===== src/rtl/acc_cpu_pkg.sv =====
package acc_cpu_pkg;
  localparam int DW  = 8;
  localparam int AW  = 8;
  localparam int RIW = 2;
  localparam int NREG = 1 << RIW;

  typedef enum logic [3:0] {
    OP_NOP = 4'h0, OP_ADD = 4'h1, OP_SUB = 4'h2, OP_XOR = 4'h3,
    OP_AND = 4'h4, OP_ADR = 4'h5, OP_MVI = 4'h6, OP_MVD = 4'h7,
    OP_MOV = 4'h8, OP_LDA = 4'h9, OP_STA = 4'hA, OP_BRN = 4'hB,
    OP_JMP = 4'hC, OP_SHR = 4'hD, OP_SHL = 4'hE, OP_HALT = 4'hF
  } op_e;

  typedef enum logic [2:0] {
    S_FETCH, S_DECODE, S_OPF, S_OPW, S_MRD, S_MWT, S_EXEC, S_HALT
  } state_e;

  // 0xF0 is HALT; other 0xF_ codes are treated as no-ops
  function automatic op_e decode_op(input logic [DW-1:0] b);
    if (b[7:4] == 4'hF && b[3:0] != 4'h0) return OP_NOP;
    return op_e'(b[7:4]);
  endfunction

  function automatic logic needs_opnd(input op_e op);
    return op inside {OP_ADD, OP_SUB, OP_XOR, OP_AND, OP_MVI, OP_MVD,
                      OP_LDA, OP_STA, OP_BRN, OP_JMP};
  endfunction

  function automatic logic reads_mem(input op_e op);
    return op inside {OP_ADD, OP_SUB, OP_XOR, OP_AND, OP_MVD, OP_LDA};
  endfunction

  function automatic logic writes_reg(input op_e op);
    return op inside {OP_ADD, OP_SUB, OP_XOR, OP_AND, OP_ADR, OP_MVI,
                      OP_MVD, OP_MOV, OP_LDA, OP_SHR, OP_SHL};
  endfunction

  function automatic logic acc_dest(input op_e op);
    return op inside {OP_ADD, OP_SUB, OP_XOR, OP_AND, OP_LDA};
  endfunction

  function automatic logic [DW-1:0] alu_fn(input op_e op,
                                           input logic [DW-1:0] a,
                                           input logic [DW-1:0] b);
    case (op)
      OP_ADD, OP_ADR: return a + b;
      OP_SUB:         return a - b;
      OP_XOR:         return a ^ b;
      OP_AND:         return a & b;
      OP_SHR:         return a >> 1;
      OP_SHL:         return a << 1;
      default:        return b;
    endcase
  endfunction
endpackage


===== src/rtl/cpu_regfile.sv =====
module cpu_regfile
  import acc_cpu_pkg::*;
(
  input  logic           clk,
  input  logic           rst,
  input  logic           we,
  input  logic [RIW-1:0] waddr,
  input  logic [DW-1:0]  wdata,
  input  logic [RIW-1:0] raddr_a,
  input  logic [RIW-1:0] raddr_b,
  output logic [DW-1:0]  rdata_a,
  output logic [DW-1:0]  rdata_b,
  output logic [DW-1:0]  acc
);
  logic [DW-1:0] regs [NREG];

  always_ff @(posedge clk) begin
    for (int i = 0; i < NREG; i++) begin
      if (rst) regs[i] <= '0;
      else if (we && waddr == RIW'(i)) regs[i] <= wdata;
    end
  end

  assign rdata_a = regs[raddr_a];
  assign rdata_b = regs[raddr_b];
  assign acc     = regs[0];

  for (genvar g = 0; g < NREG; g++) begin : g_hold
    // a register not addressed by the write keeps its value
    a_r5_reg_hold: assert property (@(posedge clk) disable iff (rst)
      !(we && waddr == RIW'(g)) |=> $stable(regs[g]));
  end
endmodule


===== src/rtl/cpu_alu.sv =====
module cpu_alu
  import acc_cpu_pkg::*;
(
  input  op_e           op,
  input  logic [DW-1:0] a,
  input  logic [DW-1:0] b,
  output logic [DW-1:0] y
);
  assign y = alu_fn(op, a, b);
endmodule


===== src/rtl/cpu_ctrl.sv =====
module cpu_ctrl
  import acc_cpu_pkg::*;
(
  input  logic           clk,
  input  logic           rst,
  input  logic [DW-1:0]  mem_rdata,
  input  logic           acc_neg,
  output logic [AW-1:0]  mem_addr,
  output logic           mem_we,
  output op_e            op,
  output logic [RIW-1:0] dst,
  output logic [RIW-1:0] src,
  output logic [DW-1:0]  opnd,
  output logic           rf_we,
  output logic           halted
);
  state_e        state, nxt;
  logic [DW-1:0] ir;
  logic [AW-1:0] pc;

  // named internal events
  logic pc_step, exec, br_take, undef_exec;

  assign op         = decode_op(ir);
  assign dst        = ir[3:2];
  assign src        = ir[1:0];
  assign exec       = (state == S_EXEC);
  assign pc_step    = (state == S_FETCH) || (state == S_OPF);
  assign br_take    = exec && (op == OP_JMP || (op == OP_BRN && acc_neg));
  assign undef_exec = exec && ir[7:4] == 4'hF && ir[3:0] != 4'h0;

  always_comb begin
    nxt = state;
    case (state)
      S_FETCH:  nxt = S_DECODE;
      S_DECODE: nxt = needs_opnd(decode_op(mem_rdata)) ? S_OPF : S_EXEC;
      S_OPF:    nxt = S_OPW;
      S_OPW:    nxt = reads_mem(op) ? S_MRD : S_EXEC;
      S_MRD:    nxt = S_MWT;
      S_MWT:    nxt = S_EXEC;
      S_EXEC:   nxt = (op == OP_HALT) ? S_HALT : S_FETCH;
      S_HALT:   nxt = S_HALT;
      default:  nxt = S_FETCH;
    endcase
  end

  always_ff @(posedge clk) begin
    if (rst) begin
      state <= S_FETCH;
      pc    <= '0;
      ir    <= '0;
      opnd  <= '0;
    end else begin
      state <= nxt;
      if (pc_step)      pc <= pc + 1'b1;
      else if (br_take) pc <= AW'(opnd);
      if (state == S_DECODE) ir <= mem_rdata;
      if (state == S_OPW || state == S_MWT) opnd <= mem_rdata;
    end
  end

  assign rf_we    = exec && writes_reg(op);
  assign mem_we   = exec && (op == OP_STA);
  assign mem_addr = (state == S_MRD || mem_we) ? AW'(opnd) : pc;
  assign halted   = (state == S_HALT);

  // halt is sticky and silent
  a_r9_halt_sticky: assert property (@(posedge clk) disable iff (rst)
    halted |=> halted);
  a_r9_no_write_halted: assert property (@(posedge clk) disable iff (rst)
    halted |-> !mem_we);
  // a not-taken branch leaves the program counter alone
  a_r8_brn_fallthrough: assert property (@(posedge clk) disable iff (rst)
    (exec && op == OP_BRN && !acc_neg) |=> (pc == $past(pc)));
  // a jump lands on its operand
  a_r7_jump_target: assert property (@(posedge clk) disable iff (rst)
    (exec && op == OP_JMP) |=> (pc == $past(AW'(opnd))));
  // each byte fetch advances the program counter by one
  a_r11_fetch_step: assert property (@(posedge clk) disable iff (rst)
    pc_step |=> (pc == $past(pc) + 1'b1));
  // an undefined code returns to fetch and does not halt
  a_r10_undef_continues: assert property (@(posedge clk) disable iff (rst)
    undef_exec |=> (state == S_FETCH));
  // the first cycle after reset fetches address 0 without writing
  a_r1_reset_fetch: assert property (@(posedge clk) disable iff (rst)
    $past(rst) |-> (mem_addr == '0 && !mem_we && !halted));
endmodule


===== src/rtl/acc_cpu.sv =====
module acc_cpu
  import acc_cpu_pkg::*;
(
  input  logic          clk,
  input  logic          rst,
  output logic [AW-1:0] mem_addr,
  output logic [DW-1:0] mem_wdata,
  input  logic [DW-1:0] mem_rdata,
  output logic          mem_we,
  output logic          halted
);
  op_e            op;
  logic [RIW-1:0] dst, src, waddr;
  logic [DW-1:0]  opnd, acc, rd_a, rd_b, alu_a, alu_b, alu_y;
  logic           rf_we;

  cpu_ctrl u_ctrl (
    .clk(clk), .rst(rst), .mem_rdata(mem_rdata), .acc_neg(acc[DW-1]),
    .mem_addr(mem_addr), .mem_we(mem_we), .op(op), .dst(dst), .src(src),
    .opnd(opnd), .rf_we(rf_we), .halted(halted)
  );

  assign waddr = acc_dest(op) ? '0 : dst;
  assign alu_a = acc_dest(op) ? acc : rd_a;
  assign alu_b = (op == OP_ADR || op == OP_MOV) ? rd_b : opnd;

  cpu_regfile u_rf (
    .clk(clk), .rst(rst), .we(rf_we), .waddr(waddr), .wdata(alu_y),
    .raddr_a(dst), .raddr_b(src), .rdata_a(rd_a), .rdata_b(rd_b), .acc(acc)
  );

  cpu_alu u_alu (.op(op), .a(alu_a), .b(alu_b), .y(alu_y));

  assign mem_wdata = acc;

  // shifts bring in a zero bit
  a_r6_shl_zero_fill: assert property (@(posedge clk) disable iff (rst)
    (rf_we && op == OP_SHL) |-> (alu_y[0] == 1'b0));
  a_r6_shr_zero_fill: assert property (@(posedge clk) disable iff (rst)
    (rf_we && op == OP_SHR) |-> (alu_y[DW-1] == 1'b0));
  // a store drives the accumulator value of the cycle it happens in
  a_r3_store_data: assert property (@(posedge clk) disable iff (rst)
    mem_we |=> (u_rf.acc == $past(mem_wdata)));
endmodule


===== config.mk =====
export PLATFORM = sky130hd
export DESIGN_NAME = acc_cpu
export DESIGN_NICKNAME = d
export VERILOG_FILES = /design/src/rtl/acc_cpu_pkg.sv /design/src/rtl/cpu_regfile.sv /design/src/rtl/cpu_alu.sv /design/src/rtl/cpu_ctrl.sv /design/src/rtl/acc_cpu.sv
export SDC_FILE = /design/constraint.sdc
export NUM_CORES = 1
export LEC_CHECK = 0
export BUFFER_PORTS_ARGS = -buffer_cell sky130_fd_sc_hd__buf_2
export CORE_ASPECT_RATIO = 1.75
export CORE_UTILIZATION = 30
export CTS_CLUSTER_SIZE = 40
export DETAILED_ROUTE_END_ITERATION = 8
export HOLD_SLACK_MARGIN = 0.06
export PLACE_DENSITY_LB_ADDON = 0.2
export SYNTH_ARGS = -nofsm -noshare
export SYNTH_HDL_FRONTEND = slang
export SYNTH_HIERARCHICAL = 1
export SYNTH_SLANG_ARGS = --single-unit

===== constraint.sdc =====
create_clock -name clk -period 5.7 [get_ports clk]
set_clock_uncertainty 0.1 [all_clocks]
set_input_delay 0.285 -clock clk [delete_from_list [all_inputs] [get_ports clk]]
set_output_delay 0.285 -clock clk [all_outputs]
set_load 0.1 [all_outputs]

After elaboration in Yosys (flattened, before gate mapping)
Memory sizes are Yosys's and may differ from the RTL's. A register that Yosys moved wholly into a read port is not among the register bits.
Cells that the tools add are included.
Word-level totals
  output and inout bits: 18
  bits in writable memories: 32
  input port bits: 10
  memories kept: 1
  word-level logic and storage cells: 117
  flip-flop bits (word level): 27
Cells by class
  reduce and logical (&&, ||, !) cells: 25
  multiplexer cells: 41
  add/sub/neg operators: 3
  bitwise gates (word level): 6
  eq/ne operators: 37
Memory list
  u_rf.regs: words 4, bits a word 8, read ports 3, clocked after Yosys merged registers in 2, wr ports 4, RTL line cpu_regfile.sv:15  | logic [DW-1:0] regs [NREG];
Operators by type and width (number)
  8-bit 2-to-1 mux: 9
  4-bit == test, second input constant: 14
  8-bit one-hot mux with 6 select lines: 1
  4-bit by 3-bit == test with 1-bit output, second input constant: 7
  3-bit one-hot mux with 8 select lines: 1
  4-bit 2-to-1 mux: 5
  1-bit 2-to-1 mux: 17
  4-bit by 2-bit == test with 1-bit output, second input constant: 4
  3-bit == test, second input constant: 4
  2-bit 2-to-1 mux: 6
  11-bit nonzero test: 1
  1-bit logical AND: 10
  10-bit nonzero test: 1
  8-bit by 1-bit adder with 8-bit output, second input constant: 1
  8-bit adder: 1
  8-bit bitwise AND: 1
  4-bit by 1-bit == test with 1-bit output, second input constant: 2
  4-bit nonzero test: 2
  8-bit subtractor: 1
  8-bit XOR: 1
  3-bit by 2-bit == test with 1-bit output, second input constant: 2
  3-bit 2-to-1 mux: 2
  6-bit nonzero test: 1
  1-bit logical OR: 5
  other kinds (9): 13

Depth between registers and ports, before layout
Gate-level depths: netlist of the first run.
  depth after elaboration: 13
  depth in mapped cells: 20

Modules after synthesis
The synthesis of the first run kept the hierarchy.
Modules (own cells, without submodules)
  cpu_regfile: sequential area each 960.9 sq um, instances 1, cells each 106, area an instance 1614.0 sq um
  cpu_ctrl: sequential area each 540.5 sq um, instances 1, cells each 186, area an instance 1605.3 sq um
  cpu_alu: sequential area each 0.0 sq um, instances 1, cells each 139, area an instance 1029.7 sq um
  acc_cpu: sequential area each 0.0 sq um, instances 1, cells each 80, area an instance 634.4 sq um

Worst setup path before layout of the first run
Ideal clock, no wire load.
  kind: register -> register
  from: reg u_ctrl.ir[0]
  to: mem u_rf.regs[3][5], data pin
  stages on the path, launching flop included: 18
  data arrival time: 4.386 ns
  clock period less this slack: 4.626 ns
  data required time: 5.460 ns
  path buffers: 0
  setup slack: 1.074 ns
  library setup time: 0.140 ns
  cell sequence: dfxtp_1 -> o41ai_1 -> nor2_1 -> nor2_1 -> nor2_2 -> a31oi_4 -> mux2_2 -> inv_1 -> ha_1 -> mux2i_1 -> ha_1 -> nor2b_1 -> o31a_1 -> o21a_1 -> or3_1 -> a31oi_1 -> nand3b_1 -> nor2_1
RTL lines
  start: declaration: RTL line cpu_ctrl.sv:18  | logic [DW-1:0] ir;
  start signal: assignment: RTL line cpu_ctrl.sv:57  | if (state == S_DECODE) ir <= mem_rdata;
  end: declaration: RTL line cpu_regfile.sv:15

==> results.sh, run 1 <==
export IMPL_run_status="finished with violations"
export IMPL_violations="design-rule violations"
export IMPL_grt_antenna_before_repair=0
export IMPL_die_x_microns=98.4
export IMPL_worstHoldStart="mem_rdata[2]"
export IMPL_core_sq_um=15900
export IMPL_post_route_cell_area_sq_um=5450
export IMPL_synth_seq_area_share_pct=30.7
export IMPL_reg2reg_slack_ps=560
export IMPL_cp_required_ps=5670
export IMPL_cts_resized=0
export IMPL_die_area_sq_um=16800
export IMPL_layout_drive_gt1_share_pct=21.2
export IMPL_finalSetupTns_ps=0
export IMPL_min_path_cells=3
export IMPL_numCtsBuffers=9
export IMPL_synth_edf_count=32
export IMPL_report_final_setup_viol=0
export IMPL_fillCellCount=1644
export IMPL_clock_sinks=59
export IMPL_antenna_left=0
export IMPL_fin_util_pct=34.3
export IMPL_wl_per_cell_microns=21.1
export IMPL_gp_congestion=0.855
export IMPL_finalHoldViolCount=0
export IMPL_synthArstFlopShare_pct=0
export IMPL_syn_to_final_growth_pct=11.7
export IMPL_yosysWarnings=6
export IMPL_max_freq_ghz=0.194
export IMPL_firstDrtPassIters=9
export IMPL_drt_wl_total_microns=15100
export IMPL_ios=28
export IMPL_fin_crit_ps=5140
export IMPL_clock_latency_ps=330
export IMPL_grtUsageTotal_pct=18.6
export IMPL_post_synth_cell_area_avg_sq_um=9.56
export IMPL_die_h_microns=171
export IMPL_max_slew_margin_rel_pct=38.4
export IMPL_start_util_pct=30.8
export IMPL_irDropWorstVdd_uv=108
export IMPL_timing_rr_end="u_rf/regs[2][7]"
export IMPL_worst_path_max_fanout=10
export IMPL_cts_tree="done"
export IMPL_ys_flop_type="edfxtp_1"
export IMPL_io_buffer_count=27
export IMPL_ys_types=75
export IMPL_dpl_hpwl_microns=11800
export IMPL_p_leak_nw=2.11
export IMPL_grt_pass1_wl_microns=23800
export IMPL_startpoint_type="flip-flop"
export IMPL_whs_endpoint="u_ctrl/ir[2]"
export IMPL_crit_type="flip-flop to flip-flop"
export IMPL_endpoint_kind="flip-flop"
export IMPL_post_cts_buffers=0
export IMPL_nNetsFinal=552
export IMPL_synth_seq_cells=59
export IMPL_vias_per_cell=5.88
export IMPL_r2r_start="u_ctrl/ir[1]"
export IMPL_grt_setup_unrepaired="false"
export IMPL_p_per_area_nw_per_um2=352
export IMPL_worstMarginPinSlew_ps=922
export IMPL_grt_pass1_vias=4254
export IMPL_clk_pin_slew_worst_paths_ps=50
export IMPL_ctsLongestPathBuffers=2
export IMPL_crit_path_start="u_ctrl/ir[1]"
export IMPL_cp_arrival_ps=5110
export IMPL_post_route_period_util_pct=90.2
export IMPL_ctsHoldBuffers=0
export IMPL_synthesis_area_sq_um=4880
export IMPL_synth_cells=511
export IMPL_core_rowCount=61
export IMPL_placed_cell_area_sq_um=5140
export IMPL_synth_nets=539
export IMPL_drcViolationCount=4
export IMPL_vias=4220
export IMPL_grt_overflow=0
export IMPL_htreeDepth=3
export IMPL_clockRootBuffer="clkbuf_16"
export IMPL_first_iter_violations=340
export IMPL_rr_worst_depth=17
export IMPL_diodes=0
export IMPL_fin_total_pwr_mw=1.92
export IMPL_grt_max_degree=51
export IMPL_finalMaxSlewViolations=0
export IMPL_hold_class="input pin to flip-flop"
export IMPL_max_cap_violations=0
Yosys cell counts, types with 3 or more instances:
master	number	share of area [%]
o21a_1	3	0.46
mux4_2	16	7.4
xnor2_1	6	1.1
buf_4	6	0.92
nand3b_1	12	1.8
a32o_1	5	1.0
a22oi_1	3	0.46
or4_1	3	0.46
a32oi_1	9	1.6
o21bai_1	8	1.2
dfxtp_1	27	11
a21oi_1	18	1.8
and2_1	4	0.51
inv_1	11	0.85
o21ai_0	9	0.92
nand3_1	26	2.7
buf_2	17	1.7
nand2b_1	9	1.2
mux2_2	17	3.9
nor3_1	12	1.2
clkbuf_2	3	0.31
a222oi_1	11	2.3
ha_1	17	4.4
nor3b_1	5	0.77
clkbuf_1	9	0.69
a22o_1	5	0.90
o31ai_1	3	0.46
buf_6	6	1.4
nor2b_1	19	2.4
a211oi_1	6	0.92
edfxtp_1	32	20
nor2_1	71	5.5
mux2i_1	12	2.5
and3_1	5	0.64
a31oi_1	13	1.7
nand2_1	14	1.1
xor2_1	6	1.1
o211a_1	8	1.6
worst max path at each step:
stage,cells after the start,slack (ps),endpoint
after CTS,17,540,u_rf/regs[2][7]
after detailed placement,17,570,u_rf/regs[2][7]
after floorplan,17,1070,u_rf/regs[3][5]
final,17,560,u_rf/regs[2][7]
after global placement,17,600,u_rf/regs[1][7]
after global routing,17,270,u_rf/regs[2][7]
worst max-delay path, stage by stage, from the launching register on:
cell and delay [ps]:
dfxtp_1 460, o41ai_1 580, nor2_1 220, nor2b_2 300, nor2_2 170, a31oi_4 340, mux2_2 450, nor2_1 290
a21oi_1 130, xnor2_1 140, ha_1 340, a21o_1 180, a21o_1 170, a221oi_1 470, xnor2_1 120, o21a_1 180
nand3b_1 170, nor2_1 60
flip-flops by register name (all words and copies together) (netlist names):
signal	flops
u_ctrl/ir	8
u_ctrl/state	3
u_ctrl/pc	8
u_rf/regs	32
u_ctrl/opnd	8
where the power goes:
part | internal, mW | total, mW | switching (mW)
Sequential | 0.478 | 0.530 | 0.0525
Combinational | 0.320 | 0.817 | 0.498
Clock | 0.381 | 0.571 | 0.190
final cells by class:
cell class	instances	area, sq um	share of cell area [%]
Tap cell	189	236	4.34
Sequential cell	59	1500	27.5
Timing Repair Buffer	44	263	4.82
Multi-Input combinational cell	399	3100	56.9
Clock inverter	5	77.6	1.42
Clock buffer	11	233	4.27
Inverter	11	41.3	0.757
layout by cell type, fill, tap and decap left out, types with 9 or more instances in the layout:
cell type,synthesis,routed
ha_1,17,17
a21oi_1,18,18
nor2b_1,19,16
a31oi_1,13,13
inv_1,11,11
a222oi_1,11,11
mux2_2,17,17
clkbuf_16,0,9
nand2b_1,9,9
buf_4,6,17
mux2i_1,12,12
edfxtp_1,32,32
nand3b_1,12,12
nand2_1,14,14
nor2_1,71,70
o21ai_0,9,9
mux4_2,16,16
nand3_1,26,26
a32oi_1,9,9
dfxtp_1,27,27
buf_2,17,27
nor3_1,12,12
metrics by stage:
step	setup slack, ps	std cells	hold WS [ps]
2_1_floorplan	1070	511	324
3_3_place_gp	601	702	409
3_5_place_dp	575	702	408
4_1_cts	543	718	99.5
5_1_grt	266	718	145
6_report	557	718	106
layer usage:
layer  wire length [microns]  share of wire (%)  vias to the layer above  global-route usage (%)
met2                    8090                 54                      128                    35.2
met4                    1030                6.8                        0                    13.8
li1                        -                  -                     1998                       -
met3                     447                3.0                       45                    2.49
met1                    5540                 37                     2049                    18.4
met5                       0                  0                        -                       0
cells by family after synthesis:
kind of cell,count (synthesis),synth area share [%]
buf+inv,53,5.97
simple gates,201,22.7
mux,45,13.8
compound gates,122,19.6
flops,59,30.7
xor+xnor,13,2.49
fa+ha+maj,18,4.77
Note: power is estimated with default switching activity, not from simulation.
==> run 2, diff against run 1 <==
clock period = 4.9 ns   (was 5.7 ns; I/O delays follow)
==> run 2 against run 1 <==
Effect of this change: the run still ends with design-rule violations left; critical endpoint is now u_rf/regs[3][7]; largest cell class unchanged; non-clock buffer count rose by 1; clock-buffer cell count increased by 1; sequential power rose by 14%; utilization up 0.10 points; fmax increased by 12%; die area did not move; final cell count grew 0.14%; power rose by 14%; final area grew 0.30%; routed wire length increased by 0.66%.
==> results.sh, run 2 (synthesis results as in run 1) <==
export IMPL_run_status="finished with violations"
export IMPL_violations="design-rule violations"
export IMPL_cp_top_family="compound AO/OA/AOI/OAI gates"
export IMPL_crit_slowest_cell="mux2_2"
export IMPL_numCtsBuffers=9
export IMPL_path_cells="o41ai_2, nor2_2, nor2b_2, nor2_4, a31oi_4, mux2_2, inv_1, ha_1, mux2i_1, ha_1, nor2b_1, o31a_1, a221oi_1, xnor2_1, o21a_1, nand3b_1, nor2_1"
export IMPL_post_cts_buffers=0
export IMPL_vias=4229
export IMPL_min_path_cells=3
export IMPL_crit_type="flip-flop to flip-flop"
export IMPL_largest_register="u_rf/regs"
export IMPL_antenna_left=0
export IMPL_slowest_delay_ps=430
export IMPL_final_common_cell="nor2_1"
export IMPL_die_x_microns=98.4
export IMPL_max_slew_margin_rel_pct=30.1
export IMPL_grtUsageTotal_pct=18.5
export IMPL_ctsHoldBuffers=0
export IMPL_clk_pin_slew_worst_paths_ps=50
export IMPL_finalMaxSlewViolations=0
export IMPL_crit_top_cell="ha_1"
export IMPL_cp_arrival_ps=4530
export IMPL_die_h_microns=171
export IMPL_endpoint_kind="flip-flop"
export IMPL_post_route_period_util_pct=93.4
export IMPL_report_final_setup_viol=0
export IMPL_cts_resized=0
export IMPL_drt_wl_total_microns=15200
export IMPL_final_cell_mix="69 x nor2_1, 32 x edfxtp_1, 27 x buf_2, 27 x dfxtp_1, 26 x nand3_1"
export IMPL_worstMarginPinSlew_ps=1050
export IMPL_fin_crit_ps=4570
export IMPL_grt_antenna_before_repair=0
export IMPL_io_buffer_count=27
export IMPL_grt_pass1_wl_microns=23400
export IMPL_worst_path_max_fanout=9
export IMPL_gp_congestion=0.864
export IMPL_largest_reg_flops=32
export IMPL_finalHoldViolCount=0
export IMPL_layout_drive_gt1_share_pct=21.9
export IMPL_grt_overflow=0
export IMPL_grt_pass1_vias=4238
export IMPL_max_freq_ghz=0.219
export IMPL_ios=28
export IMPL_placedCellCount=703
export IMPL_core_sq_um=15900
export IMPL_cts_tree="done"
export IMPL_cp_required_ps=4860
export IMPL_vias_per_cell=5.88
export IMPL_syn_to_final_growth_pct=12.0
export IMPL_core_rowCount=61
export IMPL_p_per_area_nw_per_um2=399
export IMPL_htreeDepth=3
export IMPL_drcViolationCount=4
export IMPL_max_cap_violations=0
export IMPL_nNetsFinal=553
export IMPL_placed_cell_area_sq_um=5150
export IMPL_worst_path_buf_inv=1
export IMPL_grt_max_degree=51
export IMPL_grt_setup_unrepaired="false"
export IMPL_crit_cells=17
export IMPL_firstDrtPassIters=8
export IMPL_start_util_pct=30.8
export IMPL_rr_worst_depth=17
export IMPL_fin_util_pct=34.4
export IMPL_dpl_hpwl_microns=11600
export IMPL_ctsLongestPathBuffers=2
export IMPL_die_area_sq_um=16800
export IMPL_clock_latency_ps=330
export IMPL_hold_class="input pin to flip-flop"
export IMPL_irDropWorstVdd_uv=173
export IMPL_post_route_cell_area_sq_um=5470
export IMPL_first_iter_violations=485
export IMPL_startpoint_type="flip-flop"
export IMPL_instances_no_fill=719
export IMPL_diodes=0
export IMPL_clock_sinks=59
export IMPL_wl_per_cell_microns=21.2
export IMPL_finalSetupTns_ps=0
export IMPL_clockRootBuffer="clkbuf_16"
export IMPL_p_leak_nw=2.10
[run 2: tightest hold or removal path, delay by kind of cell]
| kind | cells | cell delay, ps |
|---|---|---|
| simple gates | 1 | 70 |
| mux | 1 | 70 |
| buf+inv | 1 | 120 |
[run 2: per-stage QoR]
step	setup WS, ps	power (mW)	hold WS (ps)
2_1_floorplan	274	1.35	284
3_3_place_gp	250	1.58	392
3_5_place_dp	118	1.59	388
4_1_cts	92.4	2.19	113
5_1_grt	41.3	2.30	114
6_report	325	2.18	116
[run 2: path summary, 6_finish.rpt]
| check | from | end | slack, ps |
|---|---|---|---|
| worst max-delay path | u_ctrl/ir[0] | u_rf/regs[3][7] | 330 |
| worst min-delay path | mem_rdata[5] | u_ctrl/ir[5] | 120 |
| worst max register to register | u_ctrl/ir[0] | u_rf/regs[3][7] | 330 |
| worst min register to register | u_ctrl/opnd[4] | u_ctrl/opnd[4] | 390 |
[run 2: cell type report]
cell class / count / area [sq um]
Fill cell: 1643 / 10400
Multi-Input combinational cell: 399 / 3130
Sequential cell: 59 / 1500
Timing Repair Buffer: 45 / 278
Clock buffer: 12 / 258
Tap cell: 189 / 236
Inverter: 11 / 41.3
Clock inverter: 4 / 25.0
[run 2: power breakdown]
group / internal [mW] / total [mW] / switching, mW
combinational: 0.377 / 0.983 / 0.606
clock: 0.371 / 0.594 / 0.223
sequential: 0.556 / 0.606 / 0.0503
[run 2: layer usage]
layer  wire length, microns  up-vias  GRT usage, %
met5                      0        -             0
met4                    713        0          10.2
met3                    418       37          2.41
met2                   8480      119          36.6
met1                   5600     2084          18.2
li1                       -     1989             -
==> run 3, diff against run 2 <==
CORE_ASPECT_RATIO = not set   (was 1.75)
==> run 3 against run 2 <==
Effect of this change: the flow now finishes without violations; final area up 0.98%; non-clock buffer count grew 3; worst hold slack got worse by 16 ps; utilization up 0.32 points; die area decreased by 0.12%; highest routed layer unchanged.
==> results.sh, run 3 (synthesis results as in run 1) <==
export IMPL_run_status="completed"
export IMPL_numCtsBuffers=9
export IMPL_grtUsageTotal_pct=18.0
export IMPL_final_cell_mix="69 x nor2_1, 32 x edfxtp_1, 27 x buf_2, 27 x dfxtp_1, 26 x nand3_1"
export IMPL_hold_class="input pin to flip-flop"
export IMPL_clk_pin_slew_worst_paths_ps=50
export IMPL_vias_per_cell=5.61
export IMPL_instances_no_fill=749
export IMPL_finalMaxSlewViolations=0
export IMPL_drt_wl_total_microns=14400
export IMPL_clock_sinks=59
export IMPL_layout_drive_gt1_share_pct=22.3
export IMPL_cts_tree="done"
export IMPL_slowest_delay_ps=410
export IMPL_first_iter_violations=466
export IMPL_path_cells="o41ai_1, buf_4, nor2_1, nor2b_2, nor2_2, a31oi_4, mux2_2, inv_1, ha_1, mux2i_2, ha_1, nor2b_1, o31a_1, o21a_1, or3_1, a31oi_2, nand3b_1, nor2_1"
export IMPL_crit_slowest_cell="mux2_2"
export IMPL_fin_total_pwr_mw=2.20
export IMPL_clock_latency_ps=330
export IMPL_worstMarginPinSlew_ps=956
export IMPL_ctsLongestPathBuffers=2
export IMPL_clockRootBuffer="clkbuf_16"
export IMPL_finalSetupTns_ps=0
export IMPL_worst_path_max_fanout=9
export IMPL_post_route_cell_area_sq_um=5520
export IMPL_finalHoldViolCount=0
export IMPL_nNetsFinal=556
export IMPL_startpoint_type="flip-flop"
export IMPL_grt_pass1_wl_microns=22700
export IMPL_max_slew_margin_rel_pct=36.1
export IMPL_ios=28
export IMPL_largest_reg_flops=32
export IMPL_hold_ws_ps=99.1
export IMPL_final_common_cell="nor2_1"
export IMPL_vias=4200
export IMPL_core_rowCount=46
export IMPL_cp_required_ps=4990
export IMPL_syn_to_final_growth_pct=13.1
export IMPL_start_util_pct=30.7
export IMPL_grt_max_degree=51
export IMPL_endpoint_kind="flip-flop"
export IMPL_dpl_hpwl_microns=10700
export IMPL_max_cap_violations=0
export IMPL_die_h_microns=130
export IMPL_post_cts_buffers=0
export IMPL_gp_congestion=0.856
export IMPL_htreeDepth=3
export IMPL_placedCellCount=733
export IMPL_grt_antenna_before_repair=0
export IMPL_die_x_microns=130
export IMPL_report_final_setup_viol=0
export IMPL_p_per_area_nw_per_um2=398
export IMPL_io_buffer_count=27
export IMPL_drcViolationCount=0
export IMPL_fin_crit_ps=4660
export IMPL_grt_pass1_vias=3933
export IMPL_diodes=0
export IMPL_max_freq_ghz=0.215
export IMPL_p_leak_nw=2.12
export IMPL_antenna_left=0
export IMPL_placed_cell_area_sq_um=5210
export IMPL_crit_type="flip-flop to flip-flop"
export IMPL_grt_setup_unrepaired="false"
export IMPL_core_sq_um=15900
export IMPL_grt_overflow=0
export IMPL_post_route_period_util_pct=95.1
export IMPL_wl_per_cell_microns=19.3
export IMPL_irDropWorstVdd_uv=302
export IMPL_largest_register="u_rf/regs"
export IMPL_firstDrtPassIters=8
export IMPL_die_area_sq_um=16800
export IMPL_cp_arrival_ps=4750
## run 3: final timing paths
check	cells past startpoint	from	to	slack (ps)
worst min-delay path	3	mem_rdata[4]	u_ctrl/ir[4]	100
worst min register to register	2	u_ctrl/opnd[4]	u_ctrl/opnd[4]	410
worst max-delay path	18	u_ctrl/ir[0]	u_rf/regs[3][5]	240
worst max register to register	18	u_ctrl/ir[0]	u_rf/regs[3][5]	240
## run 3: power breakdown
| part | leakage [nW] | total [mW] | switching, mW | internal, mW |
|---|---|---|---|---|
| combinational | 1.43 | 0.968 | 0.587 | 0.381 |
| sequential | 0.551 | 0.606 | 0.0502 | 0.556 |
| clock | 0.139 | 0.624 | 0.218 | 0.406 |
| total | 2.12 | 2.20 | 0.855 | 1.34 |
## run 3: area by class of cell
cell class	count	area [sq um]
tap	216	270
inverter	11	41.3
clock buffer	12	246
clock inverter	4	50.0
multi-input combinational	399	3110
timing repair buffer	48	300
sequential	59	1500
fill	1656	10400
## run 3: metrics by stage
stage	util [%]	setup slack, ps
6_report	34.8	239
5_1_grt	34.8	0.131
4_1_cts	34.6	146
3_5_place_dp	32.8	191
3_3_place_gp	32.8	175
2_1_floorplan	-	274
## run 3: what timing repair did
| item | 4_1_cts | 5_1_grt |
|---|---|---|
| gates resized for setup | 0 | 5 |
| hold buffers | 0 | 0 |
| setup endpoints to repair | 0 | 12 |
## run 3: worst max-delay path, delay by kind of cell, from the launching register on
kind | cells | cell delay, ps
fa+ha+maj | 2 | 520
mux | 2 | 640
compound gates | 5 | 1330
flops | 1 | 310
simple gates | 7 | 1330
buf+inv | 2 | 270
## run 3: metal layers
layer	wire length [microns]	global-route usage, %
met1	6780	23.8
met2	6750	29.3
met3	575	3.47
met4	310	6.29
met5	0	0
